File: src/rtl/bgw_pkg.sv
package bgw_pkg;
  localparam int unsigned LIMIT_W       = 16;
  localparam int unsigned REG_W         = 32;
  localparam int unsigned PRESCALE      = 2;
  localparam logic [LIMIT_W-1:0] RST_LIMIT = 16'h0600;
endpackage

File: src/rtl/bgw_limit_reg.sv
module bgw_limit_reg #(
  parameter int unsigned LIMIT_W = 16,
  parameter int unsigned REG_W   = 32,
  parameter logic [LIMIT_W-1:0] RST_LIMIT = '0
) (
  input  logic               clk,
  input  logic               rst,
  input  logic               access_ok_i,
  input  logic               wr_i,
  input  logic               rd_i,
  input  logic [LIMIT_W-1:0] wdata_i,
  output logic [LIMIT_W-1:0] limit_o,
  output logic [REG_W-1:0]   rdata_o
);
  localparam int unsigned PAD_W = REG_W - LIMIT_W;

  logic [LIMIT_W-1:0] limit_q;
  logic [REG_W-1:0]   rdata_q;

  always_ff @(posedge clk) begin
    if (rst) begin
      limit_q <= RST_LIMIT;
      rdata_q <= '0;
    end else begin
      if (wr_i && access_ok_i) limit_q <= wdata_i;
      if (rd_i && access_ok_i) rdata_q <= {{PAD_W{1'b0}}, limit_q};
      else                     rdata_q <= '0;
    end
  end

  assign limit_o = limit_q;
  assign rdata_o = rdata_q;

  p_locked_r3: assert property (@(posedge clk) disable iff (rst)
    !access_ok_i |=> $stable(limit_q))
    else $error("limit changed while locked");

  p_rd_blocked_r4: assert property (@(posedge clk) disable iff (rst)
    !(rd_i && access_ok_i) |=> (rdata_q == '0))
    else $error("read data without permitted read");

  p_upper_zero_r2: assert property (@(posedge clk) disable iff (rst)
    rdata_q[REG_W-1:LIMIT_W] == '0)
    else $error("upper read bits nonzero");
endmodule

File: src/rtl/bgw_latency_timer.sv
module bgw_latency_timer #(
  parameter int unsigned LIMIT_W  = 16,
  parameter int unsigned PRESCALE = 2
) (
  input  logic               clk,
  input  logic               rst,
  input  logic               pending_i,
  input  logic [LIMIT_W-1:0] limit_i,
  output logic               tout_o
);
  localparam int unsigned CNT_W = LIMIT_W + 1;
  localparam logic [CNT_W-1:0] CNT_MAX = '1;

  logic             tick;
  logic [CNT_W-1:0] cnt_q;

  generate
    if (PRESCALE > 1) begin : g_pre
      localparam int unsigned PRE_W = $clog2(PRESCALE);
      localparam logic [PRE_W-1:0] PRE_LAST = PRE_W'(PRESCALE - 1);
      logic [PRE_W-1:0] pre_q;
      always_ff @(posedge clk) begin
        if (rst || !pending_i)       pre_q <= '0;
        else if (pre_q == PRE_LAST)  pre_q <= '0;
        else                         pre_q <= pre_q + 1'b1;
      end
      assign tick = pending_i && (pre_q == PRE_LAST);
    end else begin : g_nopre
      assign tick = pending_i;
    end
  endgenerate

  always_ff @(posedge clk) begin
    if (rst || !pending_i)           cnt_q <= '0;
    else if (tick && cnt_q != CNT_MAX) cnt_q <= cnt_q + 1'b1;
  end

  assign tout_o = pending_i && (limit_i != '0) && (cnt_q > {1'b0, limit_i});

  p_restart_r7: assert property (@(posedge clk) disable iff (rst)
    !pending_i |=> (cnt_q == '0))
    else $error("count not restarted");

  p_step_r5: assert property (@(posedge clk) disable iff (rst)
    pending_i |=> ((cnt_q == $past(cnt_q)) || (cnt_q == $past(cnt_q) + 1'b1)))
    else $error("count jumped");
endmodule

File: src/rtl/bgw_err_flag.sv
module bgw_err_flag (
  input  logic clk,
  input  logic rst,
  input  logic tout_i,
  input  logic clr_i,
  input  logic mask_i,
  input  logic ien_i,
  output logic err_o,
  output logic irq_o
);
  logic err_q, irq_q, err_d;

  assign err_d = tout_i | (err_q & ~clr_i);

  always_ff @(posedge clk) begin
    if (rst) begin
      err_q <= 1'b0;
      irq_q <= 1'b0;
    end else begin
      err_q <= err_d;
      irq_q <= err_d & ~mask_i & ien_i;
    end
  end

  assign err_o = err_q;
  assign irq_o = irq_q;

  p_sticky_r8: assert property (@(posedge clk) disable iff (rst)
    (err_q && !clr_i) |=> err_q)
    else $error("error flag dropped without clear");

  p_set_wins_r8: assert property (@(posedge clk) disable iff (rst)
    tout_i |=> err_q)
    else $error("timeout did not set flag");

  p_irq_err_r9: assert property (@(posedge clk) disable iff (rst)
    irq_q |-> err_q)
    else $error("irq without error");

  p_irq_mask_r9: assert property (@(posedge clk) disable iff (rst)
    (mask_i || !ien_i) |=> !irq_q)
    else $error("irq despite mask or disable");
endmodule

File: src/rtl/bus_grant_watchdog.sv
module bus_grant_watchdog
  import bgw_pkg::*;
#(
  parameter int unsigned LW   = LIMIT_W,
  parameter int unsigned RW   = REG_W,
  parameter int unsigned PRE  = PRESCALE,
  parameter logic [LW-1:0] RST_LIM = RST_LIMIT
) (
  input  logic          clk,
  input  logic          rst,
  input  logic          req_i,
  input  logic          gnt_i,
  input  logic          stop_i,
  input  logic          susp_i,
  input  logic          reg_wr_i,
  input  logic          reg_rd_i,
  input  logic [RW-1:0] reg_wdata_i,
  output logic [RW-1:0] reg_rdata_o,
  input  logic          err_clr_i,
  input  logic          err_mask_i,
  input  logic          irq_en_i,
  output logic          err_o,
  output logic          irq_o
);
  logic          pending;
  logic          access_ok;
  logic          tout;
  logic [LW-1:0] limit;
  logic          wdata_hi_unused;

  assign pending         = req_i & ~gnt_i;
  assign access_ok       = stop_i | susp_i;
  assign wdata_hi_unused = ^reg_wdata_i[RW-1:LW];

  bgw_limit_reg #(
    .LIMIT_W(LW), .REG_W(RW), .RST_LIMIT(RST_LIM)
  ) u_limit (
    .clk(clk), .rst(rst), .access_ok_i(access_ok),
    .wr_i(reg_wr_i), .rd_i(reg_rd_i), .wdata_i(reg_wdata_i[LW-1:0]),
    .limit_o(limit), .rdata_o(reg_rdata_o)
  );

  bgw_latency_timer #(
    .LIMIT_W(LW), .PRESCALE(PRE)
  ) u_timer (
    .clk(clk), .rst(rst), .pending_i(pending),
    .limit_i(limit), .tout_o(tout)
  );

  bgw_err_flag u_err (
    .clk(clk), .rst(rst), .tout_i(tout), .clr_i(err_clr_i),
    .mask_i(err_mask_i), .ien_i(irq_en_i),
    .err_o(err_o), .irq_o(irq_o)
  );

  p_zero_limit_r6: assert property (@(posedge clk) disable iff (rst)
    (limit == '0 && !err_o) |=> !err_o)
    else $error("error raised with zero limit");

  p_idle_no_tout_r7: assert property (@(posedge clk) disable iff (rst)
    !pending |-> !tout)
    else $error("timeout while idle");
endmodule

File: config.mk
export PLATFORM = sky130hd
export DESIGN_NAME = bus_grant_watchdog
export DESIGN_NICKNAME = d
export VERILOG_FILES = /design/src/rtl/bgw_pkg.sv /design/src/rtl/bgw_limit_reg.sv /design/src/rtl/bgw_latency_timer.sv /design/src/rtl/bgw_err_flag.sv /design/src/rtl/bus_grant_watchdog.sv
export SDC_FILE = /design/constraint.sdc
export NUM_CORES = 1
export LEC_CHECK = 0
export BUFFER_PORTS_ARGS = -buffer_cell sky130_fd_sc_hd__buf_2
export CELL_PAD_IN_SITES_DETAIL_PLACEMENT = 1
export CELL_PAD_IN_SITES_GLOBAL_PLACEMENT = 2
export CORE_AREA = 2 2 96 98
export CTS_BUF_LIST = sky130_fd_sc_hd__clkbuf_4
export CTS_CLUSTER_DIAMETER = 100
export DETAILED_ROUTE_END_ITERATION = 12
export DIE_AREA = 0 0 98 100
export GPL_TIMING_DRIVEN = 0
export PLACE_DENSITY_LB_ADDON = 0.05
export RECOVER_POWER = 25
export SLEW_MARGIN = 20
export SYNTH_ARGS = -nofsm -noshare
export SYNTH_HDL_FRONTEND = slang
export SYNTH_HIERARCHICAL = 1
export SYNTH_SLANG_ARGS = --single-unit
export TNS_END_PERCENT = 100
File: constraint.sdc
create_clock -name clk -period 2.7 [get_ports clk]
set_clock_uncertainty 0.05 [all_clocks]
set_input_delay 0.27 -clock clk [delete_from_list [all_inputs] [get_ports clk]]
set_output_delay 0.27 -clock clk [all_outputs]
set_load 0.1 [all_outputs]
Word level (Yosys, flattened, before mapping) --
Index checks and enable logic that the tools add are counted.
Operators by class: $add $sub $neg 2, magnitude comparators 1, equal/unequal tests 1, bitwise gates (word level) 10, reduce and logical (&&, ||, !) cells 11
Operator list (count):
- 17-bit by 1-bit adder with 17-bit output (second input constant) | 1
- 17-bit by 16-bit greater-than comparator with 1-bit output | 1
- 17-bit != test (second input constant) | 1
- 16-bit nonzero test | 1
- 1-bit logical AND | 6
- 1-bit bitwise AND | 4
- 1-bit inverter | 4
- 2-bit OR reduction | 2
- 1-bit bitwise OR | 2
- 1-bit adder (second input constant) | 1
- 1-bit zero test | 1
- 1-bit logical OR | 1
Word-level totals: bits in registers 68, bits of input ports 43, output and inout bits 34

Depth between registers and ports, before layout --
Gate-level depths: netlist (run 1).
depth after elaboration 7, gate-level depth with buffers 8, gate-level depth less buffers 8

Hierarchy --
Netlist (run 1), hierarchy kept.
Modules (own cells, without submodules):
- bgw_latency_timer | instances 1, cells an instance 161, area an instance 1295.0 um2
- bgw_limit_reg | instances 1, cells an instance 122, area an instance 1260.0 um2
- bgw_err_flag | instances 1, cells an instance 7, area an instance 93.8 um2
- bus_grant_watchdog | instances 1, cells an instance 2, area an instance 12.5 um2

Least setup slack after synthesis (run 1) --
Ideal clock, no wire load.
path type flip-flop to flip-flop, start register u_timer.cnt_q[4], end register u_timer.cnt_q[15], library setup time 0.059 ns, arrival 1.966 ns, required time 2.591 ns, setup slack 0.624 ns, cell stages (with the launch flop) 9, buffers on the path 0, path through dfxtp_1 nand4_1 or2_2 nor3_1 ha_1 nand3b_2 nor4_4 or4b_1 nand2_1
On the way: longest elaborated chain between the ends 2, elaborated cells between the ends (all ways) 3
Ends and longest elaborated chain:
- from (decl) | line bgw_latency_timer.sv:15 | logic [CNT_W-1:0] cnt_q;
- from (signal assigned) | line bgw_latency_timer.sv:35 | else if (tick && cnt_q != CNT_MAX) cnt_q <= cnt_q + 1'b1;
- branches (longest 2 deep; another with 17-bit by 1-bit adder with 17-bit output)
Parallel ways; which one is timed is not known. A chain may end at the register's enable or synchronous reset.

Worst setup path in the final report (run 1) --
start register u_timer.cnt_q[4], end register u_timer.cnt_q[12]
Same word-level chain as after synthesis.

==> impl_results.md, run 1 <==
* Dpl cells at 462
* Synthesis-to-layout area growth at 18.8%
* # Post-CTS Setup Buffers at 0
* Drt initial violations at 30
* First-pass GRT wire length at 11.1 mm
* # resized after CTS at 0
* Wire per inst at 14.3 microns
* Top Ports at 77
* Num CTS Buffers at 5
* IO Port Bufs at 44
* Ys Warns at 6
* Max-cap violation count at 0
* Largest net degree at the start of global routing at 17
* Period utilisation layout at 91.8%
* Worst slack, placed at 0.251 ns
* Sequential share of the synthesized area at 39.1%
* Critical Path Max Stage Delay at 0.56 ns
* Setup TNS at 0 ns
* Starting Density at around 30%
* DR vias at around 2,200
* Asr flop ratio synth at 0%
* Grt ovf at 0
* Crit-path leading delay family: simple AND/OR/NAND/NOR gates
* Worst R2R Start: u_timer/cnt_q[4]
* Fin Hold WS at 0.0626 ns
* Ys flop type: dfxtp_1
* DRT Pass-1 Iters at 4
* Yosys top cell area share at 39.1%
* # diodes at 0
* CTS clk-pin slew, worst paths at 0.16 ns
* Endpoints failing hold at 0
* Num rows at 35
* Ranking of synthesized cells by area: dfxtp_1, ha_1, buf_4
* Synthesized flop and latch total at 52
* Commonest non-fill, non-tap cell in the layout: dfxtp_1
* Mapped Area at 2660 sq um
* Tightest Pin Transition at 0.632 ns
* Count of cell types in the netlist at 47
* PD cells at 499 nW/um^2
* Largest area contributor in the netlist: dfxtp_1
* Root Driver: clkbuf_4
* Hold depth at 3
* Initial antenna violation count at 0
* Hold buffer count at CTS at 1
* P_leak at between 1 and 1.5 nW
* Crit Path Category: register to register
* Max Slew Vio Count at 0
* Clk Latency, worst-skew pair at around 0.38 ns
* Layout Nets at 420
* Proportion of layout cells with a drive suffix above 1 at a little over a quarter
* CP cell instances: nand4_1, or2_2, nor3_1, ha_1, nand3b_2, nor4_1, a31oi_1, a41o_1
* Worst R2R Path Depth at 8
* Longest Clk Path Bufs at 2
* EDFF count, synth at 0
* Vias in the first global route at 2,188
* Commonest non-fill, non-tap cells in the layout: dfxtp_1, buf_2, inv_1, nand3_1, a21oi_1
* CTS tree: yes
* Critical path capture point type: register
* Placer Congestion at 0.732
* Slack of the critical path at 0.221 ns
* Clock tree sinks at 52
* R2R Setup Slk at 0.22 ns
* Core ar. at 8890 sq um
* Status: finished clean
* Critical Path Start Type: register
* DR DRC count at 0
* H-tree Lvls at 2
* Reg-to-Reg End: u_timer/cnt_q[12]
* Hold Path End: u_limit/limit_o[6]
* Avg Cell Area, Syn at 9.11 sq um
* Slew HR at 57.5%
* Worst Path Max Fanout at 10
* Detail Placement HPWL at 5.27 mm
* DRT antenna net count at 0
* Peak VDD IR at 186 uV
* RSZ-0062 raised after global routing: false
* Hold_sp: reg_wdata_i[6]
* Worst path required time at 2.94 ns
* Bufs and invs on worst path at 0
* Max Clock Freq at 403 MHz
* Critical Path AT at 2.72 ns
* Die Ht at ~100 microns
* Min Clock Period, post-route at 2.48 ns
* Final setup viols at 0
* Vias/cell at approximately 4.6
* Die W at 98 microns
* Total GRT Usage at 14.4%
* Cells after Synth at 292
* Die Area at 9800 sq um
* Highest-delay cell along the critical path: nor4_1
* Final WL at 6.75 mm
* HP Class: primary input to register
* Non-Filler Instances at 471
cell usage after synthesis, types with 4 or more instances:
library cell,n
nor4_1,5
a21bo_2,10
or4_1,4
nand2_1,11
a21oi_1,22
nor3_1,6
a21bo_1,4
nor2_1,18
dfxtp_1,52
buf_4,20
nand4_1,4
xnor2_1,10
nand3_1,23
and2_1,14
ha_1,18
inv_1,23
o21ai_0,4
routing by layer:
layer / wire length (microns) / part of all wire, % / vias up / global-route usage, %
met4: 67 / 0.99 / 0 / 3.53
met3: 268 / 4.0 / 5 / 2.99
met5: 0 / 0 / - / 0
met2: 3120 / 46 / 39 / 24.7
li1: - / - / 1108 / -
met1: 3290 / 49 / 1002 / 18.6
tightest hold or removal path, delay by kind of cell:
kind	cells	cell delay, ns
AOI/OAI and AO/OA	1	0.05
buffers and inverters	1	0.09
and+or+nand+nor	1	0.05
state kept, by name, summed over array words and instances, names as in the netlist:
register,flops
u_err/err_o,1
u_err/irq_o,1
u_limit/limit_o,16
u_limit/rdata_o,16
u_timer/cnt_q,17
u_timer/g_pre.pre_q,1
final cells by class:
| cell class | instances | area, sq um |
|---|---|---|
| inverter | 23 | 86.3 |
| sequential | 52 | 1040 |
| timing repair buffer | 45 | 230 |
| clock buffer | 6 | 45.0 |
| clock inverter | 2 | 38.8 |
| buffer | 28 | 191 |
| fill | 1086 | 5730 |
| multi-input combinational | 204 | 1390 |
| tap | 111 | 139 |
worst max path at each step:
stage	from	end	slack, ns	cells after the start
floorplan	u_timer/cnt_q[4]	u_timer/cnt_q[15]	0.62	8
global placement	u_timer/cnt_q[4]	u_timer/cnt_q[12]	0.30	8
detailed placement	u_timer/cnt_q[4]	u_timer/cnt_q[12]	0.25	8
CTS	u_timer/cnt_q[4]	u_timer/cnt_q[12]	0.21	8
global route	u_timer/cnt_q[10]	u_timer/cnt_q[12]	0.005	8
finish	u_timer/cnt_q[4]	u_timer/cnt_q[12]	0.22	8
logic make-up (layout without fill, tap and decap cells):
family	after synthesis	after routing	synth area share (%)
AOI/OAI and AO/OA	53	53	14.9
xor gates and xnor gates	11	11	3.62
adders and majority gates	18	18	8.46
buffers and inverters	51	104	10.7
DFF	52	52	39.1
muxes	2	2	0.752
other	1	16	0.141
and+or+nand+nor	104	104	22.3
through the flow:
step / power (mW) / instance area [sq um] / util, %
CTS: 1.61 / 3170 / 35.7
global placement: 1.12 / 3080 / 34.6
global route: 1.65 / 3160 / 35.6
finish: 1.58 / 3160 / 35.6
floorplan: 1.06 / 2720 / -
detailed placement: 1.12 / 3080 / 34.6
where the power goes:
group	internal, mW	switching [mW]
clock network	0.210	0.268
logic	0.0823	0.213
registers	0.788	0.0160
Note: power is estimated with default switching activity, not from simulation.
==> run 2, diff against run 1 <==
PLACE_DENSITY_LB_ADDON = 0.1   (was 0.05)
==> run 2 against run 1 <==
  * Combinational power about the same
  * Worst hold slack better by 0.010 ns
  * Flip-flop and latch count unchanged
  * Cell count unchanged
  * Total power down 6.8%
  * Critical path depth unchanged
  * Largest power group unchanged
  * Cell area down 0.51%
  * Critical endpoint is now u_timer/cnt_q[15]
  * Die area unchanged
==> impl_results.md, run 2 (synthesis gave the netlist of run 1 again) <==
* H-tree Lvls at 2 (unchanged)
* Critical path capture point type: register (unchanged)
* Min Clock Period, post-route at 2.46 ns (was 2.48 ns)
* Final WL at 6.60 mm (was 6.75 mm)
* Largest net degree at the start of global routing at 17 (unchanged)
* Switching Share at 33.0% (was 31.5%)
* DRT Pass-1 Iters at 4 (unchanged)
* Wire per inst at 14.0 microns (was 14.3 microns)
* # fillers at 1,095 (was 1,086)
* Num CTS Buffers at 5 (unchanged)
* # Post-CTS Setup Buffers at 0 (unchanged)
* Multi-input logic area at 1400 sq um (was 1390 sq um)
* RSZ-0062 raised after global routing: false (unchanged)
* Clock network power share at 25.2% (was 30.3%)
* Vias in the first global route at 2,070 (was 2,188)
* Endpoints failing hold at 0 (unchanged)
* Tot Pwr at 1.47 mW (was 1.58 mW)
* Max Slew Vio Count at 0 (unchanged)
* Status: finished clean (unchanged)
* Crit-path leading delay family: simple AND/OR/NAND/NOR gates (unchanged)
* Die Area at 9800 sq um (unchanged)
* Grt ovf at 0 (unchanged)
* Period utilisation layout at 91.1% (was 91.8%)
* Highest-delay cell along the critical path: or4b_1 (was nor4_1)
* Top Ports at 77 (unchanged)
* Critical Path Start Type: register (unchanged)
* Met1 usage at 18.5% (was 18.6%)
* Die Ht at 100 microns (unchanged)
* Cell area after layout at 3150 sq um (was 3160 sq um)
* CP cell instances: nand4_2, or2_2, nor3_1, ha_1, nand3b_2, nor4_4, or4b_1, nand2_1 (was nand4_1, or2_2, nor3_1, ha_1, nand3b_2, nor4_1, a31oi_1, a41o_1)
* Cell Int Power at 0.984 mW (was 1.08 mW)
* NetSw at 0.486 mW (was 0.497 mW)
* DR DRC count at 0 (unchanged)
* Layout Nets at 420 (unchanged)
* GR Util met3 at 2.51% (was 2.99%)
* Met2 Usage GRT at 23.0% (was 24.7%)
* Initial antenna violation count at 0 (unchanged)
* # diodes at 0 (unchanged)
* Total GRT Usage at 13.8% (was 14.4%)
* Peak VDD IR at 184 uV (was 186 uV)
* Worst path required time at 2.96 ns (was 2.94 ns)
* Clk Latency, worst-skew pair at 0.37 ns (was 0.38 ns)
* Root Driver: clkbuf_4 (unchanged)
* Final setup viols at 0 (unchanged)
* Synthesis-to-layout area growth at 18.2% (was 18.8%)
* Placer Congestion at 0.748 (was 0.732)
* Core ar. at 8890 sq um (unchanged)
* Setup TNS at 0 ns (unchanged)
* CTS tree: yes (unchanged)
* Reg area at 1040 sq um (unchanged)
* Bufs and invs on worst path at 0 (unchanged)
* Worst slack, placed at 0.300 ns (was 0.251 ns)
* Critical Path Max Stage Delay at 0.48 ns (was 0.56 ns)
* CTS clk-pin slew, worst paths at 0.16 ns (about the same)
* Combinational Power Share at 20.1% (was 18.7%)
* Commonest non-fill, non-tap cell in the layout: dfxtp_1 (unchanged)
* Final Core Density at 35.4% (was 35.6%)
* Number of flip-flops in the largest register at 17 (unchanged)
* Flop pwr share at 54.7% (was 51.0%)
* Commonest non-fill, non-tap cells in the layout: dfxtp_1, buf_2, inv_1, nand3_1, a21oi_1 (unchanged)
* Num rows at 35 (unchanged)
* Proportion of layout cells with a drive suffix above 1 at 26.9% (was 26.7%)
* Longest Clk Path Bufs at 2 (unchanged)
* Max-cap violation count at 0 (unchanged)
* GR peak layer: met2 (unchanged)
* Clock tree sinks at 52 (unchanged)
* Slack of the critical path at 0.240 ns (was 0.221 ns)
* First-pass GRT wire length at 10.6 mm (was 11.1 mm)
* P_leak at 1.40 nW (was 1.41 nW)
* DRT antenna net count at 0 (unchanged)
* Drt initial violations at 33 (was 30)
* Critical Path AT at 2.72 ns (about the same)
* IO Port Bufs at 44 (unchanged)
* HP Class: primary input to register (unchanged)
* Die W at 98 microns (unchanged)
* Detail Placement HPWL at 5.07 mm (was 5.27 mm)
* Crit Path Category: register to register (unchanged)
* DR vias at 2,159 (was 2,154)
* Post-DP Area at 3080 sq um (unchanged)
* Starting Density at 29.9% (unchanged)
* Vias/cell at 4.58 (was 4.57)
* Register with the most flip-flops: u_timer/cnt_q (unchanged)
* PD cells at 467 nW/um^2 (was 499 nW/um^2)
* Max Clock Freq at 406 MHz (was 403 MHz)
* Worst Path Max Fanout at 10 (unchanged)
## run 2: path summary, 6_finish.rpt
| path | startpoint | to | slack [ns] | cells past startpoint |
|---|---|---|---|---|
| worst max-delay path | u_timer/cnt_q[7] | u_timer/cnt_q[15] | 0.24 | 8 |
| worst min-delay path | reg_wdata_i[7] | u_limit/limit_o[7] | 0.07 | 3 |
| worst max register to register | u_timer/cnt_q[7] | u_timer/cnt_q[15] | 0.24 | 8 |
| worst min register to register | u_timer/g_pre.pre_q | u_timer/g_pre.pre_q | 0.43 | 1 |
## run 2: layout make-up
| class | instances | share of cell area, % |
|---|---|---|
| Multi-Input combinational cell | 204 | 44.4 |
| Inverter | 23 | 2.74 |
| Buffer | 28 | 6.09 |
| Clock inverter | 2 | 0.517 |
| Timing Repair Buffer | 45 | 7.32 |
| Clock buffer | 6 | 1.43 |
| Tap cell | 111 | 4.42 |
| Sequential cell | 52 | 33.1 |
## run 2: routing by layer
metal | wire length (microns) | vias up
li1 | - | 1113
met4 | 42 | 0
met2 | 3120 | 40
met5 | 0 | -
met1 | 3200 | 1004
met3 | 236 | 2
## run 2: metrics by stage
stage,instances,hold slack [ns]
global placement,462,0.387
finish,471,0.0730
CTS,470,0.00436
floorplan,307,0.284
detailed placement,462,0.398
global route,471,0.0341
## run 2: power groups by stage
stage | Combinational, mW | Sequential (mW) | Clock (mW)
5_1_grt | 0.316 | 0.809 | 0.427
3_3_place_gp | 0.294 | 0.822 | 0
3_5_place_dp | 0.296 | 0.822 | 0
4_1_cts | 0.297 | 0.805 | 0.399
6_report | 0.295 | 0.804 | 0.370
2_1_floorplan | 0.205 | 0.852 | 0
## run 2: worst register-to-register path, cell delays in order, from the launching register on
cell,delay [ns]
dfxtp_1,0.40
nand4_2,0.18
or2_2,0.18
nor3_1,0.06
ha_1,0.18
nand3b_2,0.37
nor4_4,0.42
or4b_1,0.48
nand2_1,0.07
## run 2: repair_timing
item | in CTS | in global routing
resized for setup | 0 | 1
hold buffers | 0 | 1
endpoints found under the setup margin | 0 | 1
hold endpoints to repair | 0 | 1
